### src/rtl/fgc_pkg.sv
package fgc_pkg;

    typedef enum logic [1:0] {
        FGC_IDLE    = 2'd0,
        FGC_ARMED   = 2'd1,
        FGC_CAPTURE = 2'd2,
        FGC_DUMP    = 2'd3
    } fgc_state_e;

endpackage

### src/rtl/fgc_edge_sync.sv
// Two-flop synchroniser followed by a one-cycle edge pulse.
module fgc_edge_sync #(
    parameter bit RESET_LVL = 1'b0,
    parameter int EDGE_KIND = 0    // 0: either edge, 1: rising edge only
) (
    input  logic clk,
    input  logic rst_n,
    input  logic din,
    output logic pulse_o
);

    typedef struct packed {
        logic s1;
        logic s2;
        logic prev;
    } sync_t;

    sync_t cur_q, nxt_d;

    always_comb begin
        nxt_d      = cur_q;
        nxt_d.s1   = din;
        nxt_d.s2   = cur_q.s1;
        nxt_d.prev = cur_q.s2;
    end

    always_ff @(posedge clk or negedge rst_n) begin
        if (!rst_n) begin
            cur_q <= '{s1: RESET_LVL, s2: RESET_LVL, prev: RESET_LVL};
        end else begin
            cur_q <= nxt_d;
        end
    end

    generate
        if (EDGE_KIND == 1) begin : g_rise
            assign pulse_o = cur_q.s2 & ~cur_q.prev;
        end else begin : g_any
            assign pulse_o = cur_q.s2 ^ cur_q.prev;
        end
    endgenerate

endmodule

### src/rtl/fgc_ctrl.sv
// Sequencer: rest, armed, capture into buffer, dump through handshake.
module fgc_ctrl
    import fgc_pkg::*;
#(
    parameter int DATA_W = 8,
    parameter int ADDR_W = 4
) (
    input  logic              clk,
    input  logic              rst_n,
    input  logic              arm_pulse,
    input  logic              trig_pulse,
    input  logic [DATA_W-1:0] smp,
    input  logic              smp_en,
    input  logic [DATA_W-1:0] rd_data,
    input  logic              tx_ready,
    output fgc_state_e        state_o,
    output logic [ADDR_W-1:0] addr_o,
    output logic              wr_en_o,
    output logic [DATA_W-1:0] wr_data_o,
    output logic              rd_en_o,
    output logic              tx_valid_o,
    output logic [DATA_W-1:0] tx_data_o
);

    localparam logic [ADDR_W-1:0] LAST_ADDR = {ADDR_W{1'b1}};

    typedef struct packed {
        fgc_state_e        state;
        logic [ADDR_W-1:0] addr;
        logic              pend;   // read issued, data returns this cycle
        logic              vld;    // byte held for transmitter
        logic [DATA_W-1:0] data;
    } ctrl_t;

    ctrl_t cur_q, nxt_d;
    logic  wr_en_d;
    logic  rd_en_d;

    always_comb begin
        nxt_d   = cur_q;
        wr_en_d = 1'b0;
        rd_en_d = 1'b0;
        unique case (cur_q.state)
            FGC_IDLE: begin
                if (arm_pulse) begin
                    nxt_d.state = FGC_ARMED;
                end
            end
            FGC_ARMED: begin
                if (trig_pulse) begin
                    nxt_d.state = FGC_CAPTURE;
                    nxt_d.addr  = '0;
                end
            end
            FGC_CAPTURE: begin
                if (smp_en) begin
                    wr_en_d = 1'b1;
                    if (cur_q.addr == LAST_ADDR) begin
                        nxt_d.state = FGC_DUMP;
                        nxt_d.addr  = '0;
                        nxt_d.pend  = 1'b0;
                        nxt_d.vld   = 1'b0;
                    end else begin
                        nxt_d.addr = cur_q.addr + 1'b1;
                    end
                end
            end
            FGC_DUMP: begin
                if (!cur_q.pend && !cur_q.vld) begin
                    rd_en_d    = 1'b1;
                    nxt_d.pend = 1'b1;
                end
                if (cur_q.pend) begin
                    nxt_d.pend = 1'b0;
                    nxt_d.vld  = 1'b1;
                    nxt_d.data = rd_data;
                end
                if (cur_q.vld && tx_ready) begin
                    nxt_d.vld = 1'b0;
                    if (cur_q.addr == LAST_ADDR) begin
                        nxt_d.state = FGC_IDLE;
                        nxt_d.addr  = '0;
                    end else begin
                        nxt_d.addr = cur_q.addr + 1'b1;
                    end
                end
            end
            default: nxt_d.state = FGC_IDLE;
        endcase
    end

    always_ff @(posedge clk or negedge rst_n) begin
        if (!rst_n) begin
            cur_q <= '{state: FGC_IDLE, addr: '0, pend: 1'b0, vld: 1'b0, data: '0};
        end else begin
            cur_q <= nxt_d;
        end
    end

    assign state_o    = cur_q.state;
    assign addr_o     = cur_q.addr;
    assign wr_en_o    = wr_en_d;
    assign wr_data_o  = smp;
    assign rd_en_o    = rd_en_d;
    assign tx_valid_o = cur_q.vld;
    assign tx_data_o  = cur_q.data;

endmodule

### src/rtl/frame_grab_ctrl.sv
module frame_grab_ctrl
    import fgc_pkg::*;
#(
    parameter int DATA_W = 8,
    parameter int ADDR_W = 4
) (
    input  logic              clk,
    input  logic              rst_n,
    input  logic              rxd_i,
    input  logic              vsync_i,
    input  logic [DATA_W-1:0] smp_i,
    input  logic              smp_en_i,
    output logic              buf_we_o,
    output logic [ADDR_W-1:0] buf_waddr_o,
    output logic [DATA_W-1:0] buf_wdata_o,
    output logic              buf_re_o,
    output logic [ADDR_W-1:0] buf_raddr_o,
    input  logic [DATA_W-1:0] buf_rdata_i,
    output logic [DATA_W-1:0] tx_byte_o,
    output logic              tx_valid_o,
    input  logic              tx_ready_i
);

    logic              arm_pulse_w;
    logic              trig_pulse_w;
    fgc_state_e        state_w;
    logic [ADDR_W-1:0] addr_w;

    fgc_edge_sync #(.RESET_LVL(1'b1), .EDGE_KIND(0)) u_rx_sync (
        .clk     (clk),
        .rst_n   (rst_n),
        .din     (rxd_i),
        .pulse_o (arm_pulse_w)
    );

    fgc_edge_sync #(.RESET_LVL(1'b0), .EDGE_KIND(1)) u_vs_sync (
        .clk     (clk),
        .rst_n   (rst_n),
        .din     (vsync_i),
        .pulse_o (trig_pulse_w)
    );

    fgc_ctrl #(.DATA_W(DATA_W), .ADDR_W(ADDR_W)) u_ctrl (
        .clk        (clk),
        .rst_n      (rst_n),
        .arm_pulse  (arm_pulse_w),
        .trig_pulse (trig_pulse_w),
        .smp        (smp_i),
        .smp_en     (smp_en_i),
        .rd_data    (buf_rdata_i),
        .tx_ready   (tx_ready_i),
        .state_o    (state_w),
        .addr_o     (addr_w),
        .wr_en_o    (buf_we_o),
        .wr_data_o  (buf_wdata_o),
        .rd_en_o    (buf_re_o),
        .tx_valid_o (tx_valid_o),
        .tx_data_o  (tx_byte_o)
    );

    assign buf_waddr_o = addr_w;
    assign buf_raddr_o = addr_w;

endmodule

### config.mk
export PLATFORM = sky130hd
export DESIGN_NAME = frame_grab_ctrl
export DESIGN_NICKNAME = d
export VERILOG_FILES = /design/src/rtl/fgc_pkg.sv /design/src/rtl/fgc_edge_sync.sv /design/src/rtl/fgc_ctrl.sv /design/src/rtl/frame_grab_ctrl.sv
export SDC_FILE = /design/constraint.sdc
export NUM_CORES = 1
export LEC_CHECK = 0
export ABC_AREA = 1
export BUFFER_PORTS_ARGS = -buffer_cell sky130_fd_sc_hd__buf_2
export CORE_MARGIN = 5
export CORE_UTILIZATION = 47
export DETAILED_ROUTE_END_ITERATION = 8
export HOLD_SLACK_MARGIN = 0.05
export PLACE_DENSITY_LB_ADDON = 0.3
export SETUP_SLACK_MARGIN = 0.1
export SLEW_MARGIN = 5
export SYNTH_ARGS = -nofsm -noshare
export SYNTH_HDL_FRONTEND = slang
export SYNTH_SLANG_ARGS = --single-unit
export TNS_END_PERCENT = 10
### constraint.sdc
create_clock -name clk -period 1.9 [get_ports clk]
set_clock_uncertainty 0.2 [all_clocks]
set_input_delay 0.19 -clock clk [delete_from_list [all_inputs] [get_ports clk]]
set_output_delay 0.19 -clock clk [all_outputs]
set_load 0.05 [all_outputs]
== Yosys cells after proc, flatten, opt, wreduce, memory -nomap -nowiden ==
Index checks and enable logic that the tools add are counted.

* Input port bits: 22
* Output and inout bits: 27
* Bits in registers: 22
* Logic and storage cells: 54

* Add/subtract/negate cells: 1
* Multiplexer cells: 16
* Bitwise gates (word level): 3
* Reductions and logical operators: 12
* Eq/ne operators: 11

{| class="wikitable"
|+ Operators with widths
! cell !! number
|-
| two-way mux 6 bit || 2
|-
| case mux 4 bit (3 select lines) || 1
|-
| two-way mux 10 bit || 1
|-
| two-way mux 8 bit || 1
|-
| case mux 2 bit (4 select lines) || 1
|-
| AND reduction 4 bit || 2
|-
| two-way mux 2 bit || 3
|-
| inequality test 2 x 1 -> 1 bit, second input constant || 3
|-
| inequality test 2 bit, second input constant || 3
|-
| AND reduction 6 bit || 1
|-
| two-way mux 1 bit || 5
|-
| adder 4 x 1 -> 4 bit, second input constant || 1
|-
| == test 2 bit, second input constant || 2
|-
| == test 4 bit, second input constant || 1
|-
| two-way mux 4 bit || 1
|-
| case mux 2 bit (2 select lines) || 1
|-
| inequality test 3 x 1 -> 1 bit, second input constant || 1
|-
| AND reduction 3 bit || 1
|-
| nonzero test 3 bit || 1
|-
| == test 2 x 1 -> 1 bit, second input constant || 1
|-
| logical AND 1 bit || 2
|-
| logical NOT 1 bit || 2
|-
| logical NOT 2 bit || 1
|-
| AND reduction 2 bit || 1
|-
| other kinds (4) || 4
|}

== Logic depth before layout (Yosys ltp) ==
* Word-level depth: 6
* Gate-level depth with buffers: 8
* Gate-level depth less buffers: 8

== Hierarchy ==
A second synthesis with hierarchy kept.

* Cells, all modules: 141
* Area, all modules: 1335.0 um^2

{| class="wikitable"
|+ By module, submodules not included
! module !! sequential area each (um^2) !! area an instance (um^2) !! cells each !! instances
|-
| fgc_ctrl || 400.4 || 1122.3 || 124 || 1
|-
| fgc_edge_sync (u_rx_sync) || 78.8 || 97.6 || 8 || 1
|-
| fgc_edge_sync (u_vs_sync) || 75.1 || 85.1 || 5 || 1
|-
| frame_grab_ctrl || 0.0 || 30.0 || 4 || 1
|}

== Least setup slack after synthesis ==
No wires, ideal clock.

* Path kind: flip-flop to flip-flop
* Start point: reg u_ctrl.cur_q (netlist bit u_ctrl.state_o[0])
* End point: reg u_ctrl.cur_q[9] (netlist bit)
* Path buffers: 1
* Slack: 0.023 ns
* Arrival: 1.599 ns
* Required time: 1.622 ns
* Setup time: 0.078 ns
* Cell stages (with the launch flop): 7
* Period minus slack after synthesis: 1.877 ns
* Path through: dfrtp_1 -> ha_1 -> buf_6 -> nand2_1 -> nor2_1 -> nor2_1 -> a21oi_1

* Cells in the longest elaborated chain, start to end: 3
* Elaborated cells between the ends (all ways): 7
* Those cells by class: eq/ne (4); mux (1); reduce/logical (2)

{| class="wikitable"
|+ RTL lines
! item !! RTL line !! text
|-
| start, declared || fgc_ctrl.sv:35 || <nowiki>ctrl_t cur_q, nxt_d;</nowiki>
|-
| start signal, assigned || fgc_ctrl.sv:94 || <nowiki>cur_q <= '{state: FGC_IDLE, addr: '0, pend: 1'b0, vld: 1'b0, data: '0};</nowiki>
|-
| start signal, assigned || fgc_ctrl.sv:96 || <nowiki>cur_q <= nxt_d;</nowiki>
|-
| == test 2 bit || fgc_ctrl.sv:43 || <nowiki>unique case (cur_q.state)</nowiki>
|-
| inequality test 2 x 1 -> 1 bit (no source line), or another cell as far along || n/a ||
|-
| AND reduction 3 bit (no source line) || n/a ||
|}

Parallel ways exist; a longest one is shown, timed or not.
A chain may end at the register's enable or synchronous reset.

== Final worst setup path ==
* Start point: reg u_ctrl.cur_q (netlist bit u_ctrl.state_o[0])
* End point: out buf_we_o

* Cells in the longest elaborated chain, start to end: 2

{| class="wikitable"
|+ RTL lines
! item !! RTL line !! text
|-
| == test 2 bit || fgc_ctrl.sv:43 ||
|-
| two-way mux 1 bit || fgc_ctrl.sv:43 ||
|-
| end, declared || frame_grab_ctrl.sv:13 || <nowiki>output logic buf_we_o,</nowiki>
|}

No other way between the ends.

==> results.md <==
| Parameter | This run |
|---|---|
| Number of nets produced by synthesis | 169 |
| Antenna violations before repair | 0 |
| Post-layout net count | 193 |
| Netlist area before placement | 0.001234 mm^2 |
| Synthesis-to-finish area growth | 16.33% |
| Max_cap viols | 0 |
| Clock tree from TritonCTS | done |
| CP arrival | 1330 ps |
| Gr ovfl total | 0 |
| Cell at the root of the clock tree | clkbuf_4 |
| Antenna diode count | 0 |
| Clock tree buffer depth | 2 |
| Result of the run | finished, final reports clean |
| Pwr per Cell Area | 1692 mW/mm^2 |
| Sequential element share of the synthesized area | 44.93% |
| Chip Width | 61.24 um |
| Setup bufs post-CTS | 0 |
| CTS Sinks | 22 |
| Avg Synthesized Cell Area | 8.688 um^2 |
| Kind of end point of the critical path | primary output |
| Area of the core region | 0.002500 mm^2 |
| Number of cells produced by synthesis | 142 |
| Number of vias in the routed layout | 907 |
| Global-route wire length before repair | 3781 um |
| Final Critical Period | 1725 ps |
| Count of final max-slew check failures | 0 |
| CP startpoint kind | register |
| Unrepaired setup endpoints after global routing | yes |
| Via count of the first global-routing pass | 946 |
| Maximum number of pins on one net before global-route repair | 23 |
| Finish-stage setup viols | 0 |
| Cts bufs inserted | 3 |
| Ratio of final minimum period to clock period | 90.77% |
| HPWL after DPL | 1628 um |
| WHS | 122.5 ps |
| F_max | 579.9 MHz |
| Required time of the critical path | 1510 ps |
| Worst slew margin relative to its limit | 68.23% |
| Clock-pin slew reported for the worst setup and hold paths after clock tree synthesis | 120 ps |
| Classification of the worst setup path | reg -> out |
| Leakage power | 0.7564 nW |
| Setup TNS | 0 ps |
| Total track usage | 13.54% |
| Number of DRC violations after detailed-routing iteration 0 | 31 |
| Detailed-route DRC error count | 0 |
| Number of hold violations in the final report | 0 |
| Synth Flop Type | dfrtp_1 |
| Highest-delay cell along the critical path | dfrtp_2 |
| Leading cell type in the layout, fill and taps excluded | nand2_1 |
| Total number of placement rows | 18 |
| Asr flop ratio synth | 100.0% |
| Vertical die dimension | 61.24 um |
| Critical path, cell by cell | inv_2, ha_4, nand2_1, inv_1, buf_4 |
| First-pass iteration count of the detailed router | 4 |
| Slew at the pin with the worst max-slew slack | 476.6 ps |
| Number of nets with antenna violations after detailed routing | 0 |
| Count of flip-flops with a built-in enable after synthesis | 0 |
| Post-detailed-route via-to-cell ratio | 4.651 |
| Maximum VDD drop | 1145 uV |
| Yosys warning count | 0 |
| Highest-count cells in the layout ignoring fill and taps | nand2_1 (46), buf_2 (30), dfrtp_1 (17) |
| H-tree Lvls | 1 |
| Total Routed Length | 2304 um |
| Routability congestion estimate from global placement | 0.8426 |
| Clock latency on the worst-skew pair | 300 ps |
| Average detailed-routed wire length per instance | 11.82 um |
| Largest incremental delay on the critical path | 470 ps |
| Count of input and output buffers | 32 |
| Layout cells sized above 1 | 34.55% |
| Area of the die | 0.003750 mm^2 |
| Cell variety after synth | 26 |
| Worst Hold Class | in -> reg |
| Register bit total from synthesis | 22 |
| Initial Utilization | 49.35% |
| Crit-path max FO | 5 |
| Io pins | 49 |
==> per-layer routing <==
metal	vias to the layer above	wire (um)	global-route usage, %
met3	6	183	2.935
met1	408	935	14.91
met4	0	31	6.811
met5	-	0	0
met2	30	1153	24.32
li1	463	-	-
==> critical path: cells and delay by family (launching register included) <==
kind / cells / cell delay (ps)
flops: 1 / 470
buf+inv: 3 / 320
fa+ha+maj: 1 / 170
simple gates: 1 / 60
==> layout make-up <==
| class | instances | area, um^2 |
|---|---|---|
| Clock buffer | 4 | 36.28 |
| Sequential cell | 22 | 556.8 |
| Tap cell | 30 | 37.54 |
| Timing Repair Buffer | 44 | 289.0 |
| Fill cell | 212 | 1065 |
| Multi-Input combinational cell | 83 | 467.9 |
| Inverter | 12 | 47.55 |
==> report_power, final <==
part           internal [mW]  switching [mW]
clock                  0.117           0.141
combinational          0.420            1.01
sequential             0.624           0.119
total                   1.16            1.27
==> synthesized netlist by cell type (2+ instances only) <==
cell type,instances,area share [%]
inv_2,2,0.61
nor2_4,2,1.8
nand2_2,3,1.5
dfstp_2,3,6.4
dfrtp_1,19,39
nand2_1,46,14
buf_4,24,15
clkinv_1,2,0.61
nand4_1,2,1.0
nand3_1,6,2.4
nor2_1,5,1.5
ha_1,5,5.1
or2_1,2,1.0
inv_1,7,2.1
o21ai_1,3,1.2
==> cell families (layout without fill, tap and decap cells) <==
| group | count (synthesis) | after routing | synth area share [%] |
|---|---|---|---|
| and+or+nand+nor | 71 | 71 | 26.57 |
| buffers and inverters | 37 | 60 | 19.37 |
| DFF | 22 | 22 | 44.93 |
| AOI/OAI and AO/OA | 6 | 6 | 3.346 |
| adders and majority gates | 5 | 5 | 5.071 |
| xor gates and xnor gates | 1 | 1 | 0.7101 |
==> what timing repair did <==
item                                   in CTS  in global routing
endpoints found under the hold margin      33                  0
setup endpoints to repair                   2                  2
gates resized for setup                     4                  6
hold buffers                               12                  0
==> registers in the layout, indices dropped and copies added (netlist names) <==
signal	flops
u_ctrl.addr_o	4
u_vs_sync.cur_q	3
u_rx_sync.cur_q	3
u_ctrl.tx_data_o	8
u_ctrl.state_o	2
u_ctrl.tx_valid_o	1
u_ctrl.cur_q	1
==> stage by stage <==
stage / area (um^2) / utilization, % / cells / power, mW / setup WS, ps
2_1_floorplan: 1236 / - / 142 / 2.033 / 275.8
3_3_place_gp: 1242 / 49.70 / 179 / 2.053 / 340.2
3_5_place_dp: 1242 / 49.70 / 179 / 2.092 / 268.3
4_1_cts: 1409 / 56.36 / 195 / 2.390 / 87.89
5_1_grt: 1435 / 57.41 / 195 / 2.584 / 95.33
6_report: 1435 / 57.41 / 195 / 2.428 / 175.4
==> final timing paths <==
| check | start | end | slack (ps) | depth (start not counted) |
|---|---|---|---|---|
| worst max-delay path | u_ctrl.state_o[0] | buf_we_o | 180 | 5 |
| worst min-delay path | smp_en_i | u_ctrl.state_o[0] | 120 | 5 |
| worst max register to register | u_ctrl.state_o[1] | u_ctrl.addr_o[0] | 260 | 8 |
| worst min register to register | u_vs_sync.cur_q[2] | u_vs_sync.cur_q[1] | 160 | 0 |
| max in group asynchronous | rst_n | u_ctrl.state_o[0] | 990 | 2 |
| min in group asynchronous | rst_n | u_vs_sync.cur_q[2] | 170 | 2 |
(Power assumes the default switching activity.)
